<file path="config.mk">
export PLATFORM = sky130hd
export DESIGN_NAME = lwf_cipher_core
export DESIGN_NICKNAME = d
export VERILOG_FILES = /design/src/rtl/lwf_pkg.sv /design/src/rtl/lwf_mix.sv /design/src/rtl/lwf_data_round.sv /design/src/rtl/lwf_key_round.sv /design/src/rtl/lwf_ctrl.sv /design/src/rtl/lwf_cipher_core.sv
export SDC_FILE = /design/constraint.sdc
export NUM_CORES = 1
export LEC_CHECK = 0
export BUFFER_PORTS_ARGS = -buffer_cell sky130_fd_sc_hd__buf_2
export CORE_ASPECT_RATIO = 1.5
export CORE_MARGIN = 2
export CORE_UTILIZATION = 60
export CTS_BUF_LIST = sky130_fd_sc_hd__clkbuf_4
export DETAILED_ROUTE_END_ITERATION = 6
export HOLD_SLACK_MARGIN = 0.15
export PLACE_DENSITY = 0.83
export SLEW_MARGIN = 20
export SYNTH_ARGS = -nofsm -noshare
export SYNTH_HDL_FRONTEND = slang
export SYNTH_SLANG_ARGS = --single-unit
export TNS_END_PERCENT = 100
</file>
<file path="constraint.sdc">
create_clock -name clk -period 6.2 [get_ports clk]
set_clock_uncertainty 0.2 [all_clocks]
set_input_delay 0.93 -clock clk [delete_from_list [all_inputs] [get_ports clk]]
set_output_delay 0.93 -clock clk [all_outputs]
set_load 0.02 [all_outputs]
</file>
<file path="src/rtl/lwf_pkg.sv">
package lwf_pkg;

    localparam int LWF_BLK    = 96;
    localparam int LWF_WB     = 8;
    localparam int LWF_ROUNDS = 93;

    typedef enum logic [1:0] {
        ST_IDLE = 2'd0,
        ST_RUN  = 2'd1,
        ST_DONE = 2'd2
    } lwf_state_e;

    // 3-bit substitution used bit-sliced across word triplets
    function automatic logic [2:0] sbox3(input logic [2:0] v);
        logic [2:0] o;
        case (v)
            3'd0: o = 3'd0;
            3'd1: o = 3'd5;
            3'd2: o = 3'd6;
            3'd3: o = 3'd7;
            3'd4: o = 3'd4;
            3'd5: o = 3'd3;
            3'd6: o = 3'd1;
            default: o = 3'd2;
        endcase
        return o;
    endfunction

endpackage

</file>
<file path="src/rtl/lwf_mix.sv">
// Branch function: per-word add, bit-sliced substitution, bit rotation
module lwf_mix #(
    parameter int HALF = 48,
    parameter int WB   = 8
) (
    input  logic [HALF-1:0] x_in,
    input  logic [HALF-1:0] k_in,
    output logic [HALF-1:0] f_out
);
    import lwf_pkg::*;

    localparam int NW = HALF / WB;
    localparam int NT = NW / 3;

    logic [HALF-1:0] sum;

    genvar w, t, j;
    generate
        for (w = 0; w < NW; w++) begin : g_add
            assign sum[w*WB +: WB] = x_in[w*WB +: WB] + k_in[w*WB +: WB];
        end

        for (t = 0; t < NT; t++) begin : g_tri
            logic [WB-1:0] s0, s1, s2;
            for (j = 0; j < WB; j++) begin : g_bit
                logic [2:0] so;
                assign so = sbox3({sum[(3*t+2)*WB + j],
                                   sum[(3*t+1)*WB + j],
                                   sum[(3*t)*WB + j]});
                assign s0[j] = so[0];
                assign s1[j] = so[1];
                assign s2[j] = so[2];
            end
            assign f_out[(3*t)*WB   +: WB] = {s0[0], s0[WB-1:1]};
            assign f_out[(3*t+1)*WB +: WB] = s1;
            assign f_out[(3*t+2)*WB +: WB] = {s2[WB-2:0], s2[WB-1]};
        end
    endgenerate

endmodule

</file>
<file path="src/rtl/lwf_data_round.sv">
// One data Feistel round, forward or inverse word rotation by mode
module lwf_data_round #(
    parameter int HALF = 48,
    parameter int WB   = 8
) (
    input  logic [HALF-1:0] l_in,
    input  logic [HALF-1:0] r_in,
    input  logic [HALF-1:0] rkey,
    input  logic            dec,
    output logic [HALF-1:0] l_out,
    output logic [HALF-1:0] r_out
);
    logic [HALF-1:0] f;
    logic [HALF-1:0] mixed;

    lwf_mix #(.HALF(HALF), .WB(WB)) u_mix (
        .x_in  (r_in),
        .k_in  (rkey),
        .f_out (f)
    );

    assign mixed = l_in ^ f;

    always_comb begin
        l_out = r_in;
        if (dec)
            r_out = {mixed[WB-1:0], mixed[HALF-1:WB]};
        else
            r_out = {l_in[HALF-WB-1:0], l_in[HALF-1:HALF-WB]} ^ f;
    end

endmodule

</file>
<file path="src/rtl/lwf_key_round.sv">
// One key-schedule Feistel step with counter constant in the low word
module lwf_key_round #(
    parameter int HALF = 48,
    parameter int WB   = 8,
    parameter int CW   = 7
) (
    input  logic [HALF-1:0] kl_in,
    input  logic [HALF-1:0] kr_in,
    input  logic [CW-1:0]   kconst,
    output logic [HALF-1:0] kl_out,
    output logic [HALF-1:0] kr_out
);
    logic [HALF-1:0] cvec;
    logic [HALF-1:0] g;

    assign cvec = {{(HALF-CW){1'b0}}, kconst};

    lwf_mix #(.HALF(HALF), .WB(WB)) u_mix (
        .x_in  (kr_in),
        .k_in  (cvec),
        .f_out (g)
    );

    assign kl_out = kr_in;
    assign kr_out = kl_in ^ {g[HALF-WB-1:0], g[HALF-1:HALF-WB]};

endmodule

</file>
<file path="src/rtl/lwf_ctrl.sv">
// Sequencer: round counter, key constant, swap and key-select strobes
module lwf_ctrl #(
    parameter int ROUNDS = 93,
    parameter int CW     = 7
) (
    input  logic          clk,
    input  logic          rst_n,
    input  logic          start,
    output logic          load,
    output logic          step,
    output logic          last,
    output logic          key_step,
    output logic          swap_keys,
    output logic          use_kl,
    output logic [CW-1:0] kconst,
    output logic          done
);
    import lwf_pkg::*;

    localparam int HALF_K = ROUNDS / 2;
    localparam logic [CW-1:0] LAST_RND = CW'(ROUNDS);
    localparam logic [CW-1:0] MID_RND  = CW'(HALF_K);

    lwf_state_e    state, state_nxt;
    logic [CW-1:0] rnd, rnd_nxt;

    always_ff @(posedge clk or negedge rst_n) begin
        if (!rst_n) begin
            state <= ST_IDLE;
            rnd   <= '0;
        end else begin
            state <= state_nxt;
            rnd   <= rnd_nxt;
        end
    end

    always_comb begin
        state_nxt = state;
        rnd_nxt   = rnd;
        unique case (state)
            ST_IDLE: begin
                if (start) begin
                    state_nxt = ST_RUN;
                    rnd_nxt   = CW'(1);
                end
            end
            ST_RUN: begin
                if (rnd == LAST_RND)
                    state_nxt = ST_DONE;
                else
                    rnd_nxt = rnd + CW'(1);
            end
            ST_DONE: begin
                if (start) begin
                    state_nxt = ST_RUN;
                    rnd_nxt   = CW'(1);
                end else begin
                    state_nxt = ST_IDLE;
                end
            end
            default: state_nxt = ST_IDLE;
        endcase
    end

    always_comb begin
        load      = start && (state != ST_RUN);
        step      = (state == ST_RUN);
        last      = step && (rnd == LAST_RND);
        key_step  = step && (rnd < LAST_RND);
        swap_keys = step && (rnd == MID_RND);
        use_kl    = (rnd > MID_RND);
        kconst    = (rnd <= MID_RND) ? rnd : (LAST_RND - rnd);
        done      = (state == ST_DONE);
    end

endmodule

</file>
<file path="src/rtl/lwf_cipher_core.sv">
module lwf_cipher_core
    import lwf_pkg::*;
#(
    parameter int BLK    = LWF_BLK,
    parameter int WB     = LWF_WB,
    parameter int ROUNDS = LWF_ROUNDS
) (
    input  logic           clk,
    input  logic           rst_n,
    input  logic           start,
    input  logic           decrypt,
    input  logic [BLK-1:0] text_in,
    input  logic [BLK-1:0] key_in,
    output logic [BLK-1:0] text_out,
    output logic           done
);
    localparam int HALF = BLK / 2;
    localparam int CW   = $clog2(ROUNDS + 1);

    logic            load, step, last, key_step, swap_keys, use_kl;
    logic [CW-1:0]   kconst;
    logic [HALF-1:0] l_q, r_q, kl_q, kr_q;
    logic            dec_q;
    logic [HALF-1:0] rkey, l_nxt, r_nxt, kl_nxt, kr_nxt;

    lwf_ctrl #(.ROUNDS(ROUNDS), .CW(CW)) u_ctrl (
        .clk       (clk),
        .rst_n     (rst_n),
        .start     (start),
        .load      (load),
        .step      (step),
        .last      (last),
        .key_step  (key_step),
        .swap_keys (swap_keys),
        .use_kl    (use_kl),
        .kconst    (kconst),
        .done      (done)
    );

    assign rkey = use_kl ? kl_q : kr_q;

    lwf_data_round #(.HALF(HALF), .WB(WB)) u_data (
        .l_in  (l_q),
        .r_in  (r_q),
        .rkey  (rkey),
        .dec   (dec_q),
        .l_out (l_nxt),
        .r_out (r_nxt)
    );

    lwf_key_round #(.HALF(HALF), .WB(WB), .CW(CW)) u_key (
        .kl_in  (kl_q),
        .kr_in  (kr_q),
        .kconst (kconst),
        .kl_out (kl_nxt),
        .kr_out (kr_nxt)
    );

    always_ff @(posedge clk or negedge rst_n) begin
        if (!rst_n) begin
            l_q      <= '0;
            r_q      <= '0;
            kl_q     <= '0;
            kr_q     <= '0;
            dec_q    <= 1'b0;
            text_out <= '0;
        end else begin
            if (load) begin
                l_q   <= text_in[BLK-1:HALF];
                r_q   <= text_in[HALF-1:0];
                kl_q  <= key_in[BLK-1:HALF];
                kr_q  <= key_in[HALF-1:0];
                dec_q <= decrypt;
            end else if (step) begin
                l_q <= l_nxt;
                r_q <= r_nxt;
                if (key_step) begin
                    if (swap_keys) begin
                        kl_q <= kr_nxt;
                        kr_q <= kl_nxt;
                    end else begin
                        kl_q <= kl_nxt;
                        kr_q <= kr_nxt;
                    end
                end
            end
            if (last)
                text_out <= {r_nxt, l_nxt};
        end
    end

endmodule

</file>
==> summary.txt <==
Run status
  • Outcome: complete, but fails checks
  • Failing checks: design-rule violations

Yosys
  • Syn Area/Cell: between 8 and 9 sq um
  • Top_reg_cell synth: dfrtp_1
  • Yosys top cell by area: dfrtp_1
  • Complex-gate fraction of the synthesized area: 17.0%
  • #FFs+latches synth: slightly below 300
  • Register area share after synthesis: between 30% and 40%
  • Mapped Nets: 2635
  • Synth unique cells: 84
  • Post-Synthesis Cells: 2370
  • Area share of fa/ha/maj cells after synthesis: under 10%
  • Largest family of logic cells by synthesized area: simple AND/OR/NAND/NOR gates
  • Xor and xnor area share after synthesis: about 12%
  • Ranking of synthesized cells by area: dfrtp_1 37%, nand2_1 11%, xnor2_1 6.5%
  • Async SR Flop Fraction: 100%
  • Fraction of synthesized area in multiplexers: 6.23%
  • Post-synth top area share: 37.5%
  • Ys Warns: 0
  • Post-synth EDFFs: 0
  • Post-Synth Simple-Gate Area: 19.8%
  • Syn Std Cell Area: ~20000 sq um

Layout
  • Fin cells: approximately 3100
  • Nets: between 2000 and 3000
  • Most frequent cells in the layout: 570 x nand2_1, 297 x dfrtp_1, 290 x buf_2
  • Area delta synth->final: 15.5%
  • Share of layout cells above drive strength 1: 18.1%
  • Most common library cell in the layout ignoring fill and taps: nand2_1

Floorplan
  • Core ar.: about 33000 sq um
  • Num rows: just over 80
  • Die height: around 230 microns
  • Initial Util: 61.0%
  • Die area: 34700 sq um
  • Chip width: ~150 microns
  • Top-Level Pins: 293

STA
  • RSZ-0062 raised after global routing: no
  • Final Cycle Share: between 80 and 90%
  • Fmax: ~190 MHz
  • Final hold viol count: 0
  • Post-layout minimum cycle time: 5.35 ns
  • Worst-Margin Slew: roughly 1.2 ns
  • Setup TNS: 0 ns
  • Final Setup Violations: 0
  • Fin Hold WS: between 0.15 and 0.2 ns
  • Max-slew violation count: 0
  • Slew margin rel.: approximately 20%

Global routing
  • Grt total ovfl: 0
  • Vias in the first global route: about 19000
  • First-pass GRT wire length: ~110 mm
  • Largest net degree at the start of global routing: 108
  • Initial antenna violation count: 3
  • Global Route Usage Sum: 39.6%

Clock tree
  • CTS clk-pin slew, worst paths: roughly 0.07 ns
  • CTS Root Cell: clkbuf_4
  • Post-CTS Resized: 0
  • Max clock buf depth: 3
  • H-tree depth: 3
  • TritonCTS Buffers: 77
  • Cts hold-fix bufs: 43
  • Later-pin clock latency in the skew report: 0.81 ns
  • Postcts setup bufs: 0
  • CTS Sinks: just under 300
  • CTS tree: yes

Drt
  • Routed wire length: 69.5 mm
  • Vias/cell: 6.15
  • Routed WL per cell: roughly 22 microns
  • Vias: between 15000 and 20000
  • Iteration count of the initial detailed-routing pass: 7
  • DRT iter0 DRCs: around 1700
  • Final ANT Viol Nets: 0
  • DRC Markers: 1

Worst hold path
  • HP Class: in2reg
  • Worst Hold Path Cells: 3
  • Hold wc startpoint: key_in[27]

Placement
  • GPL Wtd Cong: between 1 and 1.5
  • I/O Buffers: ~290
  • DP Cell Count: 2958
  • Hpwl dp: about 51 mm

Critical path
  • Cell count along the critical path: 16
  • Crit path DAT: 5.80 ns
  • WP buf/inv: 1
  • Crit path launch type: register
  • Worst-path cell chain: ha_1 -> nor4bb_4 -> nand3_2 -> nand2_1 -> buf_4 -> nand2_1 -> nand2_1 -> ha_1 -> a21oi_2 -> a21oi_1 -> or4_1 -> a21oi_2 -> xor2_2 -> mux2i_1 -> xnor2_1 -> a221oi_1
  • Worst setup path class: reg2reg
  • Crit-path max FO: 14
  • R2R Path Start: u_ctrl.rnd[1]$_DFFE_PN0P_
  • Most frequent CP cell: nand2_1
  • CP max stage delay: 0.55 ns
  • Crit end category: register
  • Largest delay share family, worst path: simple AND/OR/NAND/NOR gates
  • Crit-path slowest cell: dfrtp_1
  • Critical path launch point: u_ctrl.rnd[1]$_DFFE_PN0P_
  • Worst reg-to-reg path cell count: 16
  • WP data required: 6.65 ns

Flow run
  • Max Cap Viol: 0
[routing by layer]
metal	wire, microns	track usage [%]
met5	0	0
met3	5680	6.45
met1	25700	47.9
met2	33600	66.8
met4	4500	24.0
[metrics by stage]
| stage | setup slack, ns | util (%) | instance area [sq um] |
|---|---|---|---|
| after floorplan | 1.61 | - | 19900 |
| after global placement | 0.721 | 66.1 | 21600 |
| after detailed placement | 0.908 | 66.1 | 21600 |
| after CTS | 0.897 | 70.3 | 22900 |
| final | 0.852 | 70.4 | 23000 |
| after global routing | 0.479 | 70.4 | 23000 |
[worst paths after layout]
check	slack, ns	end
setup / recovery	0.85	r_q[15]$_DFFE_PN0P_
hold / removal	0.19	kr_q[27]$_DFFE_PN0P_
setup reg to reg	0.85	r_q[15]$_DFFE_PN0P_
hold reg to reg	0.27	text_out[42]$_DFFE_PN0P_
max in group asynchronous	3.97	text_out[47]$_DFFE_PN0P_
min in group asynchronous	0.56	kr_q[11]$_DFFE_PN0P_
[synthesized netlist by cell type, types with 11 or more instances]
| cell | instances |
|---|---|
| a211oi_1 | 46 |
| a21o_1 | 21 |
| a21oi_1 | 170 |
| a31oi_1 | 30 |
| and3_1 | 16 |
| clkbuf_1 | 121 |
| dfrtp_1 | 298 |
| ha_1 | 62 |
| inv_1 | 29 |
| mux2_2 | 15 |
| mux2i_1 | 107 |
| nand2_1 | 573 |
| nand2b_1 | 14 |
| nand3_1 | 17 |
| nor2_1 | 174 |
| nor2b_1 | 58 |
| nor3_1 | 12 |
| o211ai_1 | 15 |
| o21ai_0 | 171 |
| o22ai_1 | 16 |
| xnor2_1 | 147 |
| xnor3_1 | 11 |
| xor2_1 | 67 |
[state kept, by name (all words and copies together), names as in the netlist]
register and cells:
kl_q 48, u_ctrl.rnd 7, kr_q 48, text_out 96, dec_q 1, l_q 48, u_ctrl.state 2, r_q 48
[cell type report]
type	instances	area (sq um)
clock inverter	26	139
multi-input combinational	1900	11800
fill	2568	9650
antenna	3	7.51
tap	415	519
timing repair buffer	359	2130
sequential	298	7460
clock buffer	106	796
inverter	30	113
[logic make-up (layout without fill, tap and decap cells)]
group	Yosys count	in the layout
simple gates	923	923
compound gates	552	552
flops	298	298
xor+xnor	234	234
buf+inv	172	521
mux	122	122
fa+ha+maj	69	69
other cells	0	3
[worst reg2reg max path, stage by stage, from the launching register on]
cell and delay (ns):
dfrtp_1 0.55, ha_1 0.21, nor4bb_4 0.31, nand3_2 0.34, nand2_1 0.40, buf_4 0.29
nand2_1 0.09, nand2_1 0.17, ha_1 0.30, a21oi_2 0.23, a21oi_1 0.12, or4_1 0.53
a21oi_2 0.26, xor2_2 0.42, mux2i_1 0.39, xnor2_1 0.14, a221oi_1 0.24
Power is not shown: default switching activity piles up to over one toggle a cycle in this logic, so the estimate is an artifact.
